`config.mk`:
```
export PLATFORM = sky130hd
export DESIGN_NAME = ddr7_aligner
export DESIGN_NICKNAME = d
export VERILOG_FILES = /design/src/rtl/ddr7_pkg.sv /design/src/rtl/ddr7_edge_sampler.sv /design/src/rtl/ddr7_marker.sv /design/src/rtl/ddr7_frame_tracker.sv /design/src/rtl/ddr7_aligner.sv
export SDC_FILE = /design/constraint.sdc
export NUM_CORES = 1
export LEC_CHECK = 0
export CAP_MARGIN = 20
export CORE_UTILIZATION = 30
export DETAILED_ROUTE_END_ITERATION = 16
export DONT_BUFFER_PORTS = 1
export PLACE_DENSITY = 0.54
export SLEW_MARGIN = 30
export SYNTH_ARGS = -nofsm -noshare
export SYNTH_HDL_FRONTEND = slang
export SYNTH_SLANG_ARGS = --single-unit
```
`constraint.sdc`:
```
create_clock -name clk -period 2.52 [get_ports clk]
set_input_delay 0.504 -clock clk [delete_from_list [all_inputs] [get_ports clk]]
set_output_delay 0.504 -clock clk [all_outputs]
set_load 0.05 [all_outputs]
```
`src/rtl/ddr7_pkg.sv`:
```
package ddr7_pkg;

  typedef struct packed {
    logic rise;
    logic fall;
  } mark_t;

  // Distance between two markers in half-periods.
  // cyc: full cycles between the marker cycles.
  // pf/cf: the previous/current marker was a falling-edge one.
  function automatic logic [7:0] half_gap(input logic [7:0] cyc,
                                          input logic pf,
                                          input logic cf);
    return (cyc << 1) + {7'd0, pf} - {7'd0, cf};
  endfunction

endpackage

```
`src/rtl/ddr7_edge_sampler.sv`:
```
module ddr7_edge_sampler #(
  parameter int DEPTH = 9
) (
  input  logic             clk,
  input  logic             rst,
  input  logic             in_bit,
  output logic [DEPTH-1:0] hist
);
  logic neg_q;

  always_ff @(negedge clk or posedge rst) begin
    if (rst) neg_q <= 1'b0;
    else     neg_q <= in_bit;
  end

  // Bit 0 is the newest rising-edge sample; bit 1 is the falling-edge sample before it.
  always_ff @(posedge clk or posedge rst) begin
    if (rst) hist <= '0;
    else     hist <= {hist[DEPTH-3:0], neg_q, in_bit};
  end

  AST_HIST_SHIFT: assert property (@(posedge clk) disable iff (rst)
    hist[DEPTH-1:2] == $past(hist[DEPTH-3:0])) else $error("history shift broken");

endmodule

```
`src/rtl/ddr7_marker.sv`:
```
module ddr7_marker
  import ddr7_pkg::*;
(
  input  logic [2:0] tog_hist,
  output mark_t      mk
);
  always_comb begin
    mk.rise = tog_hist[0] ^ tog_hist[1];
    mk.fall = tog_hist[1] ^ tog_hist[2];
  end
endmodule

```
`src/rtl/ddr7_frame_tracker.sv`:
```
module ddr7_frame_tracker
  import ddr7_pkg::*;
#(
  parameter int SLOTS = 7
) (
  input  logic  clk,
  input  logic  rst,
  input  mark_t mk,
  output logic  emit,
  output logic  armed,
  output logic  misalign
);
  localparam int CW = $clog2(SLOTS + 1);
  localparam logic [CW-1:0] CMAX = CW'(SLOTS);

  logic [CW-1:0] cyc;
  logic          prev_fall;
  logic          any_mark, both_mark, gap_ok, bad;
  logic [7:0]    gap;

  assign any_mark  = mk.rise | mk.fall;
  assign both_mark = mk.rise & mk.fall;
  assign gap       = half_gap(8'(cyc), prev_fall, mk.fall);
  assign gap_ok    = (gap == 8'(SLOTS));
  assign emit      = any_mark & ~both_mark & armed & gap_ok;
  assign bad       = (any_mark & armed & ~gap_ok) | both_mark;

  always_ff @(posedge clk or posedge rst) begin
    if (rst) begin
      cyc       <= '0;
      prev_fall <= 1'b0;
      armed     <= 1'b0;
      misalign  <= 1'b0;
    end else begin
      if (any_mark) begin
        cyc       <= CW'(1);
        prev_fall <= mk.fall;
        armed     <= ~both_mark;
      end else if (cyc != CMAX) begin
        cyc <= cyc + CW'(1);
      end
      if (bad) misalign <= 1'b1;
    end
  end

  AST_MIS_STICKY: assert property (@(posedge clk) disable iff (rst)
    misalign |=> misalign) else $error("misalign dropped");
  AST_DOUBLE_DISARM: assert property (@(posedge clk) disable iff (rst)
    (mk.rise && mk.fall) |=> (!armed && misalign)) else $error("double marker kept arm");

endmodule

```
`src/rtl/ddr7_aligner.sv`:
```
module ddr7_aligner
  import ddr7_pkg::*;
#(
  parameter int SLOTS = 7
) (
  input  logic             clk,
  input  logic             rst,
  input  logic             ddr_bit,
  input  logic             frame_tog,
  output logic [SLOTS-1:0] word,
  output logic             word_vld,
  output logic             mark_rise,
  output logic             mark_fall,
  output logic             misalign
);
  localparam int DDEPTH = SLOTS + 2;

  logic [DDEPTH-1:0] data_hist;
  logic [2:0]        tog_hist;
  mark_t             mk;
  logic              emit_now, trk_armed;
  logic [SLOTS-1:0]  pick;

  ddr7_edge_sampler #(.DEPTH(DDEPTH)) u_data (
    .clk(clk), .rst(rst), .in_bit(ddr_bit), .hist(data_hist));

  ddr7_edge_sampler #(.DEPTH(3)) u_tog (
    .clk(clk), .rst(rst), .in_bit(frame_tog), .hist(tog_hist));

  ddr7_marker u_mark (.tog_hist(tog_hist), .mk(mk));

  ddr7_frame_tracker #(.SLOTS(SLOTS)) u_trk (
    .clk(clk), .rst(rst), .mk(mk), .emit(emit_now),
    .armed(trk_armed), .misalign(misalign));

  // A falling-edge boundary sits one half further back in the history.
  assign pick = mk.fall ? data_hist[SLOTS+1:2] : data_hist[SLOTS:1];

  always_ff @(posedge clk or posedge rst) begin
    if (rst) begin
      word     <= '0;
      word_vld <= 1'b0;
    end else begin
      word_vld <= emit_now;
      if (emit_now) word <= pick;
    end
  end

  assign mark_rise = mk.rise;
  assign mark_fall = mk.fall;

  AST_VLD_PULSE: assert property (@(posedge clk) disable iff (rst)
    word_vld |=> !word_vld) else $error("strobe longer than one cycle");
  AST_VLD_AFTER_MARK: assert property (@(posedge clk) disable iff (rst)
    word_vld |-> $past(mark_rise || mark_fall)) else $error("strobe without marker");
  AST_VLD_ARMED: assert property (@(posedge clk) disable iff (rst)
    word_vld |-> $past(trk_armed)) else $error("word from unarmed tracker");
  AST_WORD_HOLD: assert property (@(posedge clk) disable iff (rst)
    !word_vld |-> $stable(word)) else $error("word moved without strobe");

endmodule

```
==> qor.csv, run 1 <==
stage,metric,value,unit
setup_path,crit_type,reg -> reg,
setup_path,crit_family,simple AND/OR/NAND/NOR gates,
synth,synth_edf_count,0,
sta,tns,0,ns
die,coreArea,3689,µm²
clock_tree,clk_pin_slew_worst_paths,0.09,ns
synth,yosys.area_share.simple,12.81,%
sta,setup_viol,0,
synth,syn_area_per_cell,12.24,µm²
drt,drc,0,
synth,synthTopCellsByCount,"dfrtp_1 (26), nand2_1 (23), ha_1 (8), inv_1 (8), mux2_2 (7)",
drt,vias,663,
die,die_area,4127,µm²
outcome,status,completed,
power_and_ir_drop,p_int,0.8501,mW
synth,syn_nets,107,
power_and_ir_drop,pwr-share-comb,16.8,%
drt,vias_per_cell,4.362,
hold_path,hold_class,in -> reg,
synth,synth-xor-area-share,3.875,%
power_and_ir_drop,swShare,35.46,%
run,maxCapViolCount,0,
power_and_ir_drop,p_seq_share,56.7,%
sta,slew_headroom,66.68,%
clock_tree,cts_setup_buffers,0,
setup_path,timing.rr.start,u_tog.hist[2],
clock_tree,cts_buffers,3,
sta,tightestPinTransition,0.4998,ns
die,fp.dieH,64.25,µm
setup_path,cp.required,2.68,ns
placed_design,detailed_place_hpwl,1.462,mm
sta,finClkSkew,0.009963,ns
die,ios,15,
synth,async_reset_ff_share,100.0,%
hold_path,hold_start,ddr_bit,
clock_tree,clock_latency,0.28,ns
clock_tree,tritoncts,yes,
setup_path,ff2ff_path_depth,10,
synth,ys_top_cells_by_area,"dfrtp_1 (56%), ha_1 (8.6%), nand2_1 (7.4%)",
clock_tree,ctsResizeCount,0,
power_and_ir_drop,ir_worst_vdd,0.0004716,V
synth,synth.area.mux_share,9.365,%
clock_tree,clock_path_buffers,2,
synth,synth_top_family_by_area,simple AND/OR/NAND/NOR gates,
synth,yosys.area.top_type,dfrtp_1,
setup_path,worst_path_largest_cell_delay,0.44,ns
setup_path,crit_buf_inv,2,
die,die_w,64.25,µm
finish,drive_above_1_share,21.15,%
sta,holdWs,0.2505,ns
setup_path,rrSetupSlack,0.13,ns
clock_tree,clkSinkCount,28,
clock_tree,htreeDepth,1,
synth,synth_compound_area_share,2.153,%
finish,fin_nets,117,
power_and_ir_drop,p_sw,0.4670,mW
clock_tree,root_buffer,clkbuf_8,
setup_path,crit_slowest_cell,dfrtp_1,
setup_path,r2r-end,word[0],
placed_design,port_buffers,0,
drt,first_iter_violations,9,
synth,ys_ff_latch,28,
drt,drtPass1Iterations,4,
finish,syn2layout_area_growth,21.42,%
synth,synthAdderAreaFrac,8.611,%
synth,ys_warn_count,0,
global_route,antenna_found_initial,0,
drt,ant_nets,0,
sta,rsz0062_at_grt,false,
global_route,grt_overflow_total,0,
sta,report.final.slew_viol_count,0,
setup_path,cp_data_arrival_time,2.56,ns
power_and_ir_drop,powerDensity,933.2,nW/µm²
global_route,grt_pass1_wl,3.491,mm
synth,syn_area,1162,µm²
global_route,grt_pass1_vias,768,
sta,hold_viol,0,
finish,fin_util,38.26,%
setup_path,worstSetupEndpointType,register,
sta,fmax,0.4178,GHz
setup_path,cpMostUsedCell,ha_4,
placed_design,place.gp.congestion,0.7196,
power_and_ir_drop,pwr-share-clk,26.4,%
global_route,grt_usage,11.15,%
synth,yosysMostFrequentCell,dfrtp_1,
hold_path,whs_path_depth,0,
synth,yosysSeqAreaShare,60.28,%
global_route,grt_max_degree,26,
finish,insertedDiodeCount,0,
synth,synth_cells,95,
setup_path,crit_chain,xnor2_4 > clkinv_4 > ha_4 > and2_4 > ha_4 > nor4b_2 > o21ai_1 > nor3_4 > buf_12 > mux2_4,
synth,synth_flop_cell,dfrtp_1,
hold_path,whs_endpoint,u_data.hist[0],
synth,synth_top_cell_area_share,55.97,%
drt,wl_per_cell,12.82,µm
sta,post-route-min-period,2.394,ns
die,rows,22,
sta,fin_crit_sh,94.98,%
setup_path,worst_setup_path_start_kind,register,
power_and_ir_drop,leakage,0.6797,nW
die,initial_core_util,31.51,%
setup_path,critical_path.max_fanout,8,
clock_tree,postCtsHoldBufs,1,
drt,wl,1.948,mm
synth,ys_types,20,
-- flip-flops by register name, indices dropped and copies added (netlist names) --
register	cells
u_data.hist	9
u_data.neg_q	1
u_tog.hist	3
u_tog.neg_q	1
u_trk.armed	1
u_trk.cyc	3
u_trk.misalign	1
u_trk.prev_fall	1
word	7
word_vld	1
-- worst max path at each step --
stage                       start       to  slack [ns]  cells after the start
CTS                 u_tog.hist[2]  word[3]        0.10                     10
finish              u_tog.hist[2]  word[0]        0.13                     10
global placement    u_tog.hist[1]  word[0]        0.14                     10
global route        u_tog.hist[2]  word[0]        0.02                     10
floorplan           u_tog.hist[2]  word[0]       -0.16                      9
detailed placement  u_tog.hist[2]  word[2]         0.1                     10
-- kinds of logic (layout without fill, tap and decap cells) --
| logic type | count (synthesis) | count (layout) |
|---|---|---|
| buffers and inverters | 9 | 18 |
| and+or+nand+nor | 33 | 33 |
| DFF | 28 | 28 |
| muxes | 10 | 10 |
| adders and majority gates | 8 | 8 |
| AOI/OAI and AO/OA | 4 | 4 |
| xor gates and xnor gates | 3 | 3 |
-- through the flow --
step	std cells	worst slack (ns)	power [mW]	cell area (µm²)
final	152	0.1264	1.317	1411
after global routing	152	0.02440	1.379	1411
after CTS	152	0.1022	1.332	1411
after detailed placement	147	0.09920	0.9804	1330
after global placement	147	0.1368	0.9693	1330
after floorplan	95	-0.1567	0.9202	1227
-- cell type report --
cell class | instances | area (µm²)
fill | 357 | 2277
sequential | 28 | 700.7
multi-input combinational | 58 | 488.0
tap | 48 | 60.06
timing repair buffer | 5 | 52.55
clock buffer | 3 | 41.29
inverter | 9 | 38.79
clock inverter | 1 | 30.03
-- power groups by stage --
stage,registers (mW),logic [mW],clock network (mW)
finish,0.747,0.222,0.348
floorplan,0.739,0.182,0
detailed placement,0.758,0.222,0
CTS,0.749,0.227,0.356
global placement,0.755,0.214,0
global route,0.756,0.248,0.375
-- worst reg2reg max path, delay by kind of cell (launching register included) --
kind,cells,cell delay [ns]
compound gates,1,0.15
flops,1,0.44
simple gates,3,0.53
mux,1,0.30
fa+ha+maj,2,0.40
xor+xnor,1,0.22
buf+inv,2,0.24
-- metal layers --
layer / track usage, % / wire, µm / vias up / part of all wire, %
met5: 0 / 0 / - / 0
met4: 5.833 / 37 / 0 / 1.9
met3: 2.321 / 79 / 4 / 4.1
met2: 19.47 / 1020 / 13 / 52
met1: 12.66 / 810 / 324 / 42
li1: - / - / 322 / -
-- placed cells by master, fill, tap and decap left out, types with 2 or more instances in the layout --
cell type / instances
nor2b_1: 2
ha_4: 2
inv_1: 8
buf_4: 3
mux2_4: 7
ha_1: 6
mux2i_1: 3
nor2_1: 5
nand2_1: 23
dfrtp_1: 26
clkbuf_8: 3
dfrtn_1: 2
(Power assumes the default switching activity.)
==> run 2: changes to the inputs <==
Settings changed: CTS_BUF_LIST set to sky130_fd_sc_hd__clkbuf_8, GPL_ROUTABILITY_DRIVEN set to 0.
==> results of run 2 <==
The final DEF is identical to that of run 1; final timing and power are the same.
